### src/rtl/uart_tx_pkg.sv
package uart_tx_pkg;
  localparam int DATA_W  = 10;
  localparam int FRAME_W = DATA_W + 4;
  localparam int LEN_W   = $clog2(FRAME_W + 1);

  // start(0) + data LSB first + optional parity + stop(1); unused upper bits stay 1
  function automatic logic [FRAME_W-1:0] build_frame(
    input logic [DATA_W-1:0] d,
    input logic [LEN_W-1:0]  nd,
    input logic              pe,
    input logic              odd
  );
    logic [FRAME_W-1:0] f;
    logic [DATA_W-1:0]  m;
    logic [DATA_W-1:0]  dm;
    logic [LEN_W-1:0]   pidx;
    m    = ~({DATA_W{1'b1}} << nd);
    dm   = d & m;
    f    = '1;
    f[0] = 1'b0;
    f[DATA_W:1] = dm | ~m;
    pidx = nd + LEN_W'(1);
    if (pe) f[pidx] = odd ^ (^dm);
    return f;
  endfunction
endpackage

### src/rtl/uart_tx_baud.sv
module uart_tx_baud #(
  parameter int SBR_W   = 13,
  parameter int OSR_W   = 5,
  parameter int OSR_MIN = 3
) (
  input  logic             clk_i,
  input  logic             rst_ni,
  input  logic             run_i,
  input  logic [SBR_W-1:0] sbr_i,
  input  logic [OSR_W-1:0] osr_i,
  output logic             tick_o
);
  logic [SBR_W-1:0] sbr_cnt;
  logic [OSR_W-1:0] osr_cnt;
  logic [OSR_W-1:0] osr_eff;
  logic             sbr_last;
  logic             sbr_zero;

  assign osr_eff  = (osr_i < OSR_W'(OSR_MIN)) ? OSR_W'(OSR_MIN) : osr_i;
  assign sbr_zero = (sbr_i == '0);
  assign sbr_last = (sbr_cnt == (sbr_i - SBR_W'(1)));
  assign tick_o   = run_i && !sbr_zero && sbr_last && (osr_cnt == osr_eff);

  always_ff @(posedge clk_i or negedge rst_ni) begin
    if (!rst_ni) begin
      sbr_cnt <= '0;
      osr_cnt <= '0;
    end else if (!run_i) begin
      sbr_cnt <= '0;
      osr_cnt <= '0;
    end else if (!sbr_zero) begin
      if (sbr_last) begin
        sbr_cnt <= '0;
        osr_cnt <= (osr_cnt == osr_eff) ? '0 : osr_cnt + OSR_W'(1);
      end else begin
        sbr_cnt <= sbr_cnt + SBR_W'(1);
      end
    end
  end
endmodule

### src/rtl/uart_tx_hold.sv
module uart_tx_hold #(
  parameter int W = 10
) (
  input  logic         clk_i,
  input  logic         rst_ni,
  input  logic         wr_valid_i,
  input  logic [W-1:0] wr_data_i,
  input  logic         take_i,
  output logic         full_o,
  output logic [W-1:0] data_o
);
  always_ff @(posedge clk_i or negedge rst_ni) begin
    if (!rst_ni) begin
      full_o <= 1'b0;
      data_o <= '0;
    end else if (take_i) begin
      full_o <= 1'b0;
    end else if (wr_valid_i && !full_o) begin
      full_o <= 1'b1;
      data_o <= wr_data_i;
    end
  end
endmodule

### src/rtl/uart_tx_shift.sv
module uart_tx_shift #(
  parameter int W     = 14,
  parameter int CNT_W = 4
) (
  input  logic             clk_i,
  input  logic             rst_ni,
  input  logic             load_i,
  input  logic [W-1:0]     frame_i,
  input  logic [CNT_W-1:0] len_i,
  input  logic             tick_i,
  output logic             busy_o,
  output logic             last_o,
  output logic             line_o
);
  logic [W-1:0]     sh;
  logic [CNT_W-1:0] cnt;

  assign last_o = busy_o && tick_i && (cnt == CNT_W'(1));
  assign line_o = !busy_o || sh[0];

  always_ff @(posedge clk_i or negedge rst_ni) begin
    if (!rst_ni) begin
      sh     <= '1;
      cnt    <= '0;
      busy_o <= 1'b0;
    end else if (load_i) begin
      sh     <= frame_i;
      cnt    <= len_i;
      busy_o <= 1'b1;
    end else if (busy_o && tick_i) begin
      sh  <= {1'b1, sh[W-1:1]};
      cnt <= cnt - CNT_W'(1);
      if (cnt == CNT_W'(1)) busy_o <= 1'b0;
    end
  end
endmodule

### src/rtl/uart_tx_dbuf.sv
module uart_tx_dbuf
  import uart_tx_pkg::*;
#(
  parameter int SBR_W   = 13,
  parameter int OSR_W   = 5,
  parameter int OSR_MIN = 3
) (
  input  logic              clk_i,
  input  logic              rst_ni,
  input  logic              tx_en_i,
  input  logic              wr_valid_i,
  input  logic [DATA_W-1:0] wr_data_i,
  input  logic              fmt9_i,
  input  logic              fmt10_i,
  input  logic              par_en_i,
  input  logic              par_odd_i,
  input  logic              brk_i,
  input  logic [SBR_W-1:0]  sbr_i,
  input  logic [OSR_W-1:0]  osr_i,
  input  logic              tie_i,
  input  logic              tcie_i,
  output logic              tx_o,
  output logic              hold_empty_o,
  output logic              tx_done_o,
  output logic              irq_hold_o,
  output logic              irq_done_o
);
  logic               hold_full;
  logic [DATA_W-1:0]  hold_data;
  logic               busy, last_bit, tick, free;
  logic               start_data, start_brk, load;
  logic [LEN_W-1:0]   ndata, frame_len, load_len;
  logic [FRAME_W-1:0] data_frame, brk_frame, load_frame;

  always_comb begin
    if (fmt10_i)     ndata = LEN_W'(DATA_W);
    else if (fmt9_i) ndata = LEN_W'(DATA_W - 1);
    else             ndata = LEN_W'(DATA_W - 2);
  end

  assign frame_len  = ndata + LEN_W'(2) + LEN_W'(par_en_i);
  assign data_frame = build_frame(hold_data, ndata, par_en_i, par_odd_i);
  assign brk_frame  = FRAME_W'(1) << frame_len;  // low for frame_len bits, then one high bit

  // shifter free now or on its final bit edge: keeps queued frames gapless
  assign free       = !busy || last_bit;
  assign start_brk  = tx_en_i && brk_i && free;
  assign start_data = tx_en_i && !brk_i && hold_full && free;
  assign load       = start_brk || start_data;
  assign load_frame = start_brk ? brk_frame : data_frame;
  assign load_len   = start_brk ? frame_len + LEN_W'(1) : frame_len;

  uart_tx_hold #(.W(DATA_W)) u_hold (
    .clk_i     (clk_i),
    .rst_ni    (rst_ni),
    .wr_valid_i(wr_valid_i),
    .wr_data_i (wr_data_i),
    .take_i    (start_data),
    .full_o    (hold_full),
    .data_o    (hold_data)
  );

  uart_tx_baud #(.SBR_W(SBR_W), .OSR_W(OSR_W), .OSR_MIN(OSR_MIN)) u_baud (
    .clk_i (clk_i),
    .rst_ni(rst_ni),
    .run_i (busy),
    .sbr_i (sbr_i),
    .osr_i (osr_i),
    .tick_o(tick)
  );

  uart_tx_shift #(.W(FRAME_W), .CNT_W(LEN_W)) u_shift (
    .clk_i  (clk_i),
    .rst_ni (rst_ni),
    .load_i (load),
    .frame_i(load_frame),
    .len_i  (load_len),
    .tick_i (tick),
    .busy_o (busy),
    .last_o (last_bit),
    .line_o (tx_o)
  );

  assign hold_empty_o = !hold_full;
  assign tx_done_o    = !hold_full && !busy;
  assign irq_hold_o   = hold_empty_o && tie_i;
  assign irq_done_o   = tx_done_o && tcie_i;
endmodule

### config.mk
export PLATFORM = sky130hd
export DESIGN_NAME = uart_tx_dbuf
export DESIGN_NICKNAME = d
export VERILOG_FILES = /design/src/rtl/uart_tx_pkg.sv /design/src/rtl/uart_tx_baud.sv /design/src/rtl/uart_tx_hold.sv /design/src/rtl/uart_tx_shift.sv /design/src/rtl/uart_tx_dbuf.sv
export SDC_FILE = /design/constraint.sdc
export NUM_CORES = 1
export LEC_CHECK = 0
export ABC_AREA = 1
export ABC_CLOCK_PERIOD_IN_PS = 1700
export BUFFER_PORTS_ARGS = -buffer_cell sky130_fd_sc_hd__buf_2
export CORE_MARGIN = 4
export CORE_UTILIZATION = 45
export CTS_CLUSTER_DIAMETER = 60
export DETAILED_ROUTE_END_ITERATION = 8
export HOLD_SLACK_MARGIN = 0.06
export PLACE_DENSITY_LB_ADDON = 0.3
export SYNTH_ARGS = -nofsm -noshare
export SYNTH_HDL_FRONTEND = slang
export SYNTH_SLANG_ARGS = --single-unit
### constraint.sdc
create_clock -name clk_i -period 1.7 [get_ports clk_i]
set_input_delay 0 -clock clk_i [delete_from_list [all_inputs] [get_ports clk_i]]
set_output_delay 0 -clock clk_i [all_outputs]
set_load 0.005 [all_outputs]
# Yosys cells after proc, flatten, opt, wreduce, memory -nomap -nowiden
# Cells that the tools add are included.
word_totals:
  word_cells: 86
  ramBits: 0
  latch_bits: 0
  mem_count: 0
  inputBits: 39
  reg_bits: 48
  rom_bits: 0
classes:
  n_div: 0
  n_shift: 2
  n_bitwise: 6
  eq_ne: 5
  n_reduce_logical: 30
  multipliers: 0
  mux: 25
  addsub: 8
  order_cmp: 3
op_table:
  columns: ["cell", "n"]
  rows:
  - ["2-to-1 mux 14 bit", 4]
  - ["2-to-1 mux 13 bit", 3]
  - ["2-to-1 mux 5 bit", 5]
  - ["inverter 10 bit", 2]
  - ["logical AND 1 bit", 15]
  - ["bitwise mux 14 bit", 1]
  - ["left shift 1 x 4 -> 14 bit (first input constant)", 1]
  - ["adder 13 x 1 -> 13 bit (second input constant)", 1]
  - ["== test 13 bit", 1]
  - ["zero test 13 bit", 1]
  - ["subtractor 13 x 1 -> 13 bit (second input constant)", 1]
  - ["2-to-1 mux 4 bit", 3]
  - ["bitwise AND 10 bit", 1]
  - ["OR 10 bit", 1]
  - ["XOR reduction 10 bit", 1]
  - ["left shift 10 x 4 -> 10 bit (first input constant)", 1]
  - ["adder 4 x 1 -> 4 bit (second input constant)", 2]
  - ["2-to-1 mux 1 bit", 7]
  - ["AND reduction 2 bit", 3]
  - ["nonzero test 2 bit", 3]
  - ["adder 5 x 1 -> 5 bit (second input constant)", 1]
  - ["== test 5 bit", 1]
  - ["less-than comparator 4 x 5 -> 1 bit (second input constant)", 1]
  - ["less-than comparator 5 x 2 -> 1 bit (second input constant)", 1]
  - ["other kinds (12)", 18]

# Longest topological paths before layout
logic_depth:
  ltp_word: 12
  depth_mapped: 19

# Cells and area by module
# Synthesis repeated with hierarchy kept, for this count alone.
hier_totals:
  hier_cells: 543
  area_unflattened_um2: 3678.5
modules_own_cells:
  columns: ["module", "area_per_inst_um2", "instances", "cells_each", "seq_area_each_um2"]
  rows:
  - ["uart_tx_baud", 1724.2, 1, 265, 450.4]
  - ["uart_tx_shift", 973.4, 1, 115, 493.0]
  - ["uart_tx_dbuf", 536.8, 1, 116, 0.0]
  - ["uart_tx_hold", 444.2, 1, 47, 275.3]

# Worst setup path before layout
# No wires, ideal clock.
synth_timing:
  path_type: "register to register"
  startpoint: "reg u_baud.sbr_cnt[4]"
  endpoint: "reg u_shift.cnt[2]"
  t_arrival_ns: 1.694
  required_time_ns: 1.583
  path_buffers: 1
  setup_slack_ns: -0.110
  stages_incl_launch_ff: 18
  setup_time_ns: 0.117
  cell_sequence: "dfrtp_1 inv_1 nand2_1 nand2_1 nor2_1 nor2_1 nand3_1 nor2_1 nand2_1 nor2_4 nand4_2 nand2_4 o21ai_4 buf_6 nand2_1 nand3_1 nand2_1 nand2_1"
synth_between:
  elab_chain_len: 9
  word_cells_on_any_way: 12
synth_lines:
  columns: ["element", "line_no", "text"]
  rows:
  - ["from (decl)", "uart_tx_baud.sv:13", "logic [SBR_W-1:0] sbr_cnt;"]
  - ["from (signal assigned)", "uart_tx_baud.sv:36", "sbr_cnt <= sbr_cnt + SBR_W'(1);"]
  - ["== test 13 bit *", "uart_tx_baud.sv:21", "assign sbr_last = (sbr_cnt == (sbr_i - SBR_W'(1)));"]
  - ["logical AND 1 bit * (2 in series)", "uart_tx_baud.sv:22", "assign tick_o = run_i && !sbr_zero && sbr_last && (osr_cnt == osr_eff);"]
  - ["logical AND 1 bit *", "uart_tx_shift.sv:18, uart_tx_shift.sv:30", null]
  - ["logical AND 1 bit", "uart_tx_shift.sv:18", "assign last_o = busy_o && tick_i && (cnt == CNT_W'(1));"]
  - ["logical OR 1 bit", "uart_tx_dbuf.sv:46", "assign free = !busy || last_bit;"]
  - ["logical AND 1 bit, on equally long branches", "uart_tx_dbuf.sv:47, uart_tx_dbuf.sv:48", null]
  - ["2-to-1 mux 4 bit or logical OR 1 bit (tied branches)", "uart_tx_dbuf.sv:51, uart_tx_dbuf.sv:49", null]
  - ["2-to-1 mux 4 bit or nonzero test 2 bit (tied branches)", null, null]
  - ["to (signal assigned)", "uart_tx_shift.sv:28", "cnt <= len_i;"]
  - ["to (signal assigned)", "uart_tx_shift.sv:32", "cnt <= cnt - CNT_W'(1);"]
  - ["to (decl)", "uart_tx_shift.sv:16", "logic [CNT_W-1:0] cnt;"]
# Every way passes the cells marked *; elsewhere a longest branch is shown, timed or not.
# A chain may end at the register's enable or synchronous reset.

# Worst setup path after layout
layout_timing:
  startpoint: "reg u_baud.sbr_cnt[8]"
  endpoint: "reg u_baud.osr_cnt[3]"
layout_between:
  elab_chain_len: 3
layout_lines:
  columns: ["element", "line_no", "text"]
  rows:
  - ["== test 13 bit", "uart_tx_baud.sv:21", null]
  - ["inequality test 2 bit (no line)", null, null]
  - ["AND reduction 2 bit (no line)", null, null]
  - ["to (signal assigned)", "uart_tx_baud.sv:34", "osr_cnt <= (osr_cnt == osr_eff) ? '0 : osr_cnt + OSR_W'(1);"]
  - ["to (decl)", "uart_tx_baud.sv:14", "logic [OSR_W-1:0] osr_cnt;"]
# Every way passes these cells.

==> out/metrics.yaml <==
synth_cell_type_count: 44
layout-drive-gt1-share: 0.395
synth_nets: 566
path_cells: "xnor2_2 -> o21ai_0 -> nand2_1 -> nand2_1 -> nor2_2 -> nand2_2 -> nor2_4 -> nand2_4 -> o21ai_4 -> mux2_4"
setup_viol: 33
p_seq_frac: 0.362
ant_nets: 0
grt_start_max_net_pins: 28
cp-end-kind: "flop"
max_stage_delay_ns: 0.43
initial_utilization: 0.466
path_clk_slew_ns: 0.10
grt_overflow_total: 0
crit_cells: 10
worst_ir_drop_vdd_v: 0.000780
tightest_slew_ns: 0.553
synth_seq_cells: 48
dieArea_mm2: 0.00958
synth_seq_area_share: 0.335
fin_setup_tns_ns: -8.19
maxCapViolCount: 0
pwr-share-comb: 0.515
powerDensity_mw_per_mm2: 1070
hold_violations: 0
switchingPower_w: 0.00223
vias_per_cell: 4.83
path_max_fanout: 6
row_count: 32
p_clk_frac: 0.123
path_class: "flop to flop"
fin_nets: 721
grt_use_total: 0.202
synthesis.area_mm2: 0.00363
multi_input_area_mm2: 0.00231
crit_family: "simple AND/OR/NAND/NOR gates"
relSlewSlack: 0.631
skew_ns: 0.0140
rsz0062_at_grt: "yes"
clock_latency_ns: 0.30
vias: 3742
max_freq_ghz: 0.488
clockBufferDepth: 2
grt_pass1_vias: 3790
p_int_w: 0.00338
nFillCells: 623
min_path_type: "input port to flop"
violations: "negative setup slack"
syn_avg_cell_area_um2: 7.03
htree_num_levels: 2
die_w_um: 97.9
start_kind: "flop"
crit_top_cell: "nand2_1"
r2r.worst_path.cells: 10
drt_iter0_markers: 152
ioPinCount: 44
register_area_mm2: 0.00122
die_h_um: 97.9
antenna_cells: 0
numCtsBuffers: 5
cpMaxStageDelayCell: "dfrtp_1"
synthCells: 517
core_area_mm2: 0.00781
period_share: 1.21
whs_path_depth: 7
layout_min_cycle_time_ns: 2.05
switching_share: 0.397
drc: 0
wirelength_um: 9930
place_congestion: 0.924
whs_ns: 0.185
cts_root_buffer: "clkbuf_8"
first_pass_iters: 4
outcome: "complete, but fails checks"
slew_violations: 0
fin_ws_ns: -0.349
ys_warn_count: 0
post_drt_wl_per_cell_um: 12.8
cp_num_buf_inv: 0
cp_data_arrival_time_ns: 2.23
numPortBuffers: 43
area_delta_synth_final_pct: 44.4
numClockSinks: 48
required_ns: 1.88
dp_hpwl_um: 7330
antenna_found_initial: 0
cts_tree: "built"
grt_first_pass_wirelength_um: 16400
p_leak_nw: 2.71
## synth_stat cells
cell type	count	area, um^2
nand2_1	130	488
inv_1	81	304
nor2_1	56	210
dfrtp_1	34	851
nand3_1	33	165
o21ai_0	23	115
xor2_1	17	149
a21oi_1	14	70.1
dfstp_2	14	368
o21ai_1	12	60.1
o21ai_2	11	96.3
ha_1	10	125
xnor2_1	9	78.8
inv_2	7	26.3
nor2_2	7	43.8
nor3_1	7	35.0
nand3b_1	6	45.0
nand4_1	5	31.3
buf_6	4	45.0
mux2_2	4	45.0
nor3b_1	3	22.5
buf_2	2	10.0
nand2_2	2	12.5
nand2_4	2	22.5
nor2_4	2	22.5
o211ai_1	2	15.0
or2_1	2	12.5
or2_2	2	12.5
a21oi_2	1	8.76
a22oi_2	1	12.5
a31oi_1	1	6.26
and3_1	1	6.26
and3_4	1	11.3
clkbuf_1	1	3.75
clkinv_1	1	3.75
nand3_2	1	10.0
nand3_4	1	17.5
nand4_2	1	12.5
nor3b_2	1	12.5
nor4_1	1	6.26
o21a_1	1	7.51
o21ai_4	1	16.3
o41ai_1	1	8.76
or2_4	1	8.76
## registers in the layout (all words and copies together) (netlist names)
register,cells
u_baud.osr_cnt,5
u_baud.sbr_cnt,13
u_hold.data_o,10
u_hold.full_o,1
u_shift.busy_o,1
u_shift.cnt,4
u_shift.sh,14
## worst register-to-register path, cell delays in order (launching register included)
cell     delay, ns
dfrtp_1       0.43
xnor2_2       0.19
o21ai_0       0.11
nand2_1       0.08
nand2_1       0.07
nor2_2        0.12
nand2_2       0.08
nor2_4        0.14
nand2_4       0.10
o21ai_4       0.28
mux2_4        0.34
## power groups by stage
| stage | Sequential [W] | Clock [W] | Combinational, W |
|---|---|---|---|
| after global placement | 0.00202 | 0 | 0.00241 |
| after CTS | 0.00203 | 0.000709 | 0.00268 |
| after global routing | 0.00209 | 0.000758 | 0.00323 |
| after detailed placement | 0.00204 | 0 | 0.00251 |
| after floorplan | 0.00199 | 0 | 0.00154 |
| final | 0.00203 | 0.000692 | 0.00289 |
## per-stage QoR
stage,util,cells,setup WS (ns),cell area [um^2],power [W]
finish,0.672,775,-0.349,5250,0.00561
global route,0.672,775,-0.482,5250,0.00608
CTS,0.641,765,-0.282,5000,0.00542
detailed placement,0.583,736,-0.423,4560,0.00455
global placement,0.583,736,-0.347,4560,0.00444
floorplan,-,517,-0.109,3640,0.00352
## repair_timing
action	4_1_cts	5_1_grt
endpoints found under the hold margin	33	0
gates resized for setup	45	56
pin swaps	15	27
endpoints found under the setup margin	38	38
hold buffers	14	0
setup buffers	7	11
cloned	1	0
## metal layers
metal	part of all wire	wire length, um	GRT usage
met1	0.45	4500	0.269
met2	0.49	4860	0.351
met3	0.046	460	0.0257
met4	0.010	101	0.0415
met5	0	0	0
## kinds of logic (layout without fill, tap and decap cells)
family,after synthesis,count (layout),share of synthesized area
multiplexers,4,4,0.0124
adder cells (fa/ha/maj),10,10,0.0344
XOR/XNOR,26,26,0.0627
flip-flops,48,48,0.335
AO/OA/AOI/OAI,68,68,0.115
AND/OR/NAND/NOR,265,265,0.333
buffers and inverters,96,252,0.108
## path summary, 6_finish.rpt
| path | startpoint | to | slack [ns] |
|---|---|---|---|
| setup / recovery | u_baud.sbr_cnt[8] | u_baud.osr_cnt[3] | -0.35 |
| hold / removal | tx_en_i | u_shift.sh[11] | 0.18 |
| setup reg to reg | u_baud.sbr_cnt[8] | u_baud.osr_cnt[3] | -0.35 |
| hold reg to reg | u_shift.sh[12] | u_shift.sh[12] | 0.51 |
| max in group asynchronous | rst_ni | u_shift.sh[2] | 0.87 |
| min in group asynchronous | rst_ni | u_shift.cnt[3] | 0.20 |
## placed cells by master (no fill, tap or decap), types with 3 or more instances in the layout
cell type	n
o21ai_1	20
a21oi_1	11
clkbuf_8	5
nand2_4	5
xnor2_1	7
nor2_4	6
nor2_2	22
nor2_1	37
mux2_2	3
buf_6	10
a21oi_2	3
nand3_2	8
nand3_1	25
o21ai_0	9
nand2_2	11
nand3b_1	6
ha_1	9
dfstp_2	14
nor3_1	6
xor2_1	15
inv_2	6
inv_1	80
buf_2	43
dfrtp_1	34
nand2_1	117
o21ai_2	16
dlygate4sd3_1	14
buf_4	85
nand4_1	5
## cell type report
cell class	instances	area share
clock buffers	5	0.0131
clock inverters	3	0.00357
inverters	89	0.0651
multi-input cells	373	0.441
flip-flops and latches	48	0.232
well taps	102	0.0243
repair buffers	155	0.221
Note: power is estimated with default switching activity, not from simulation.
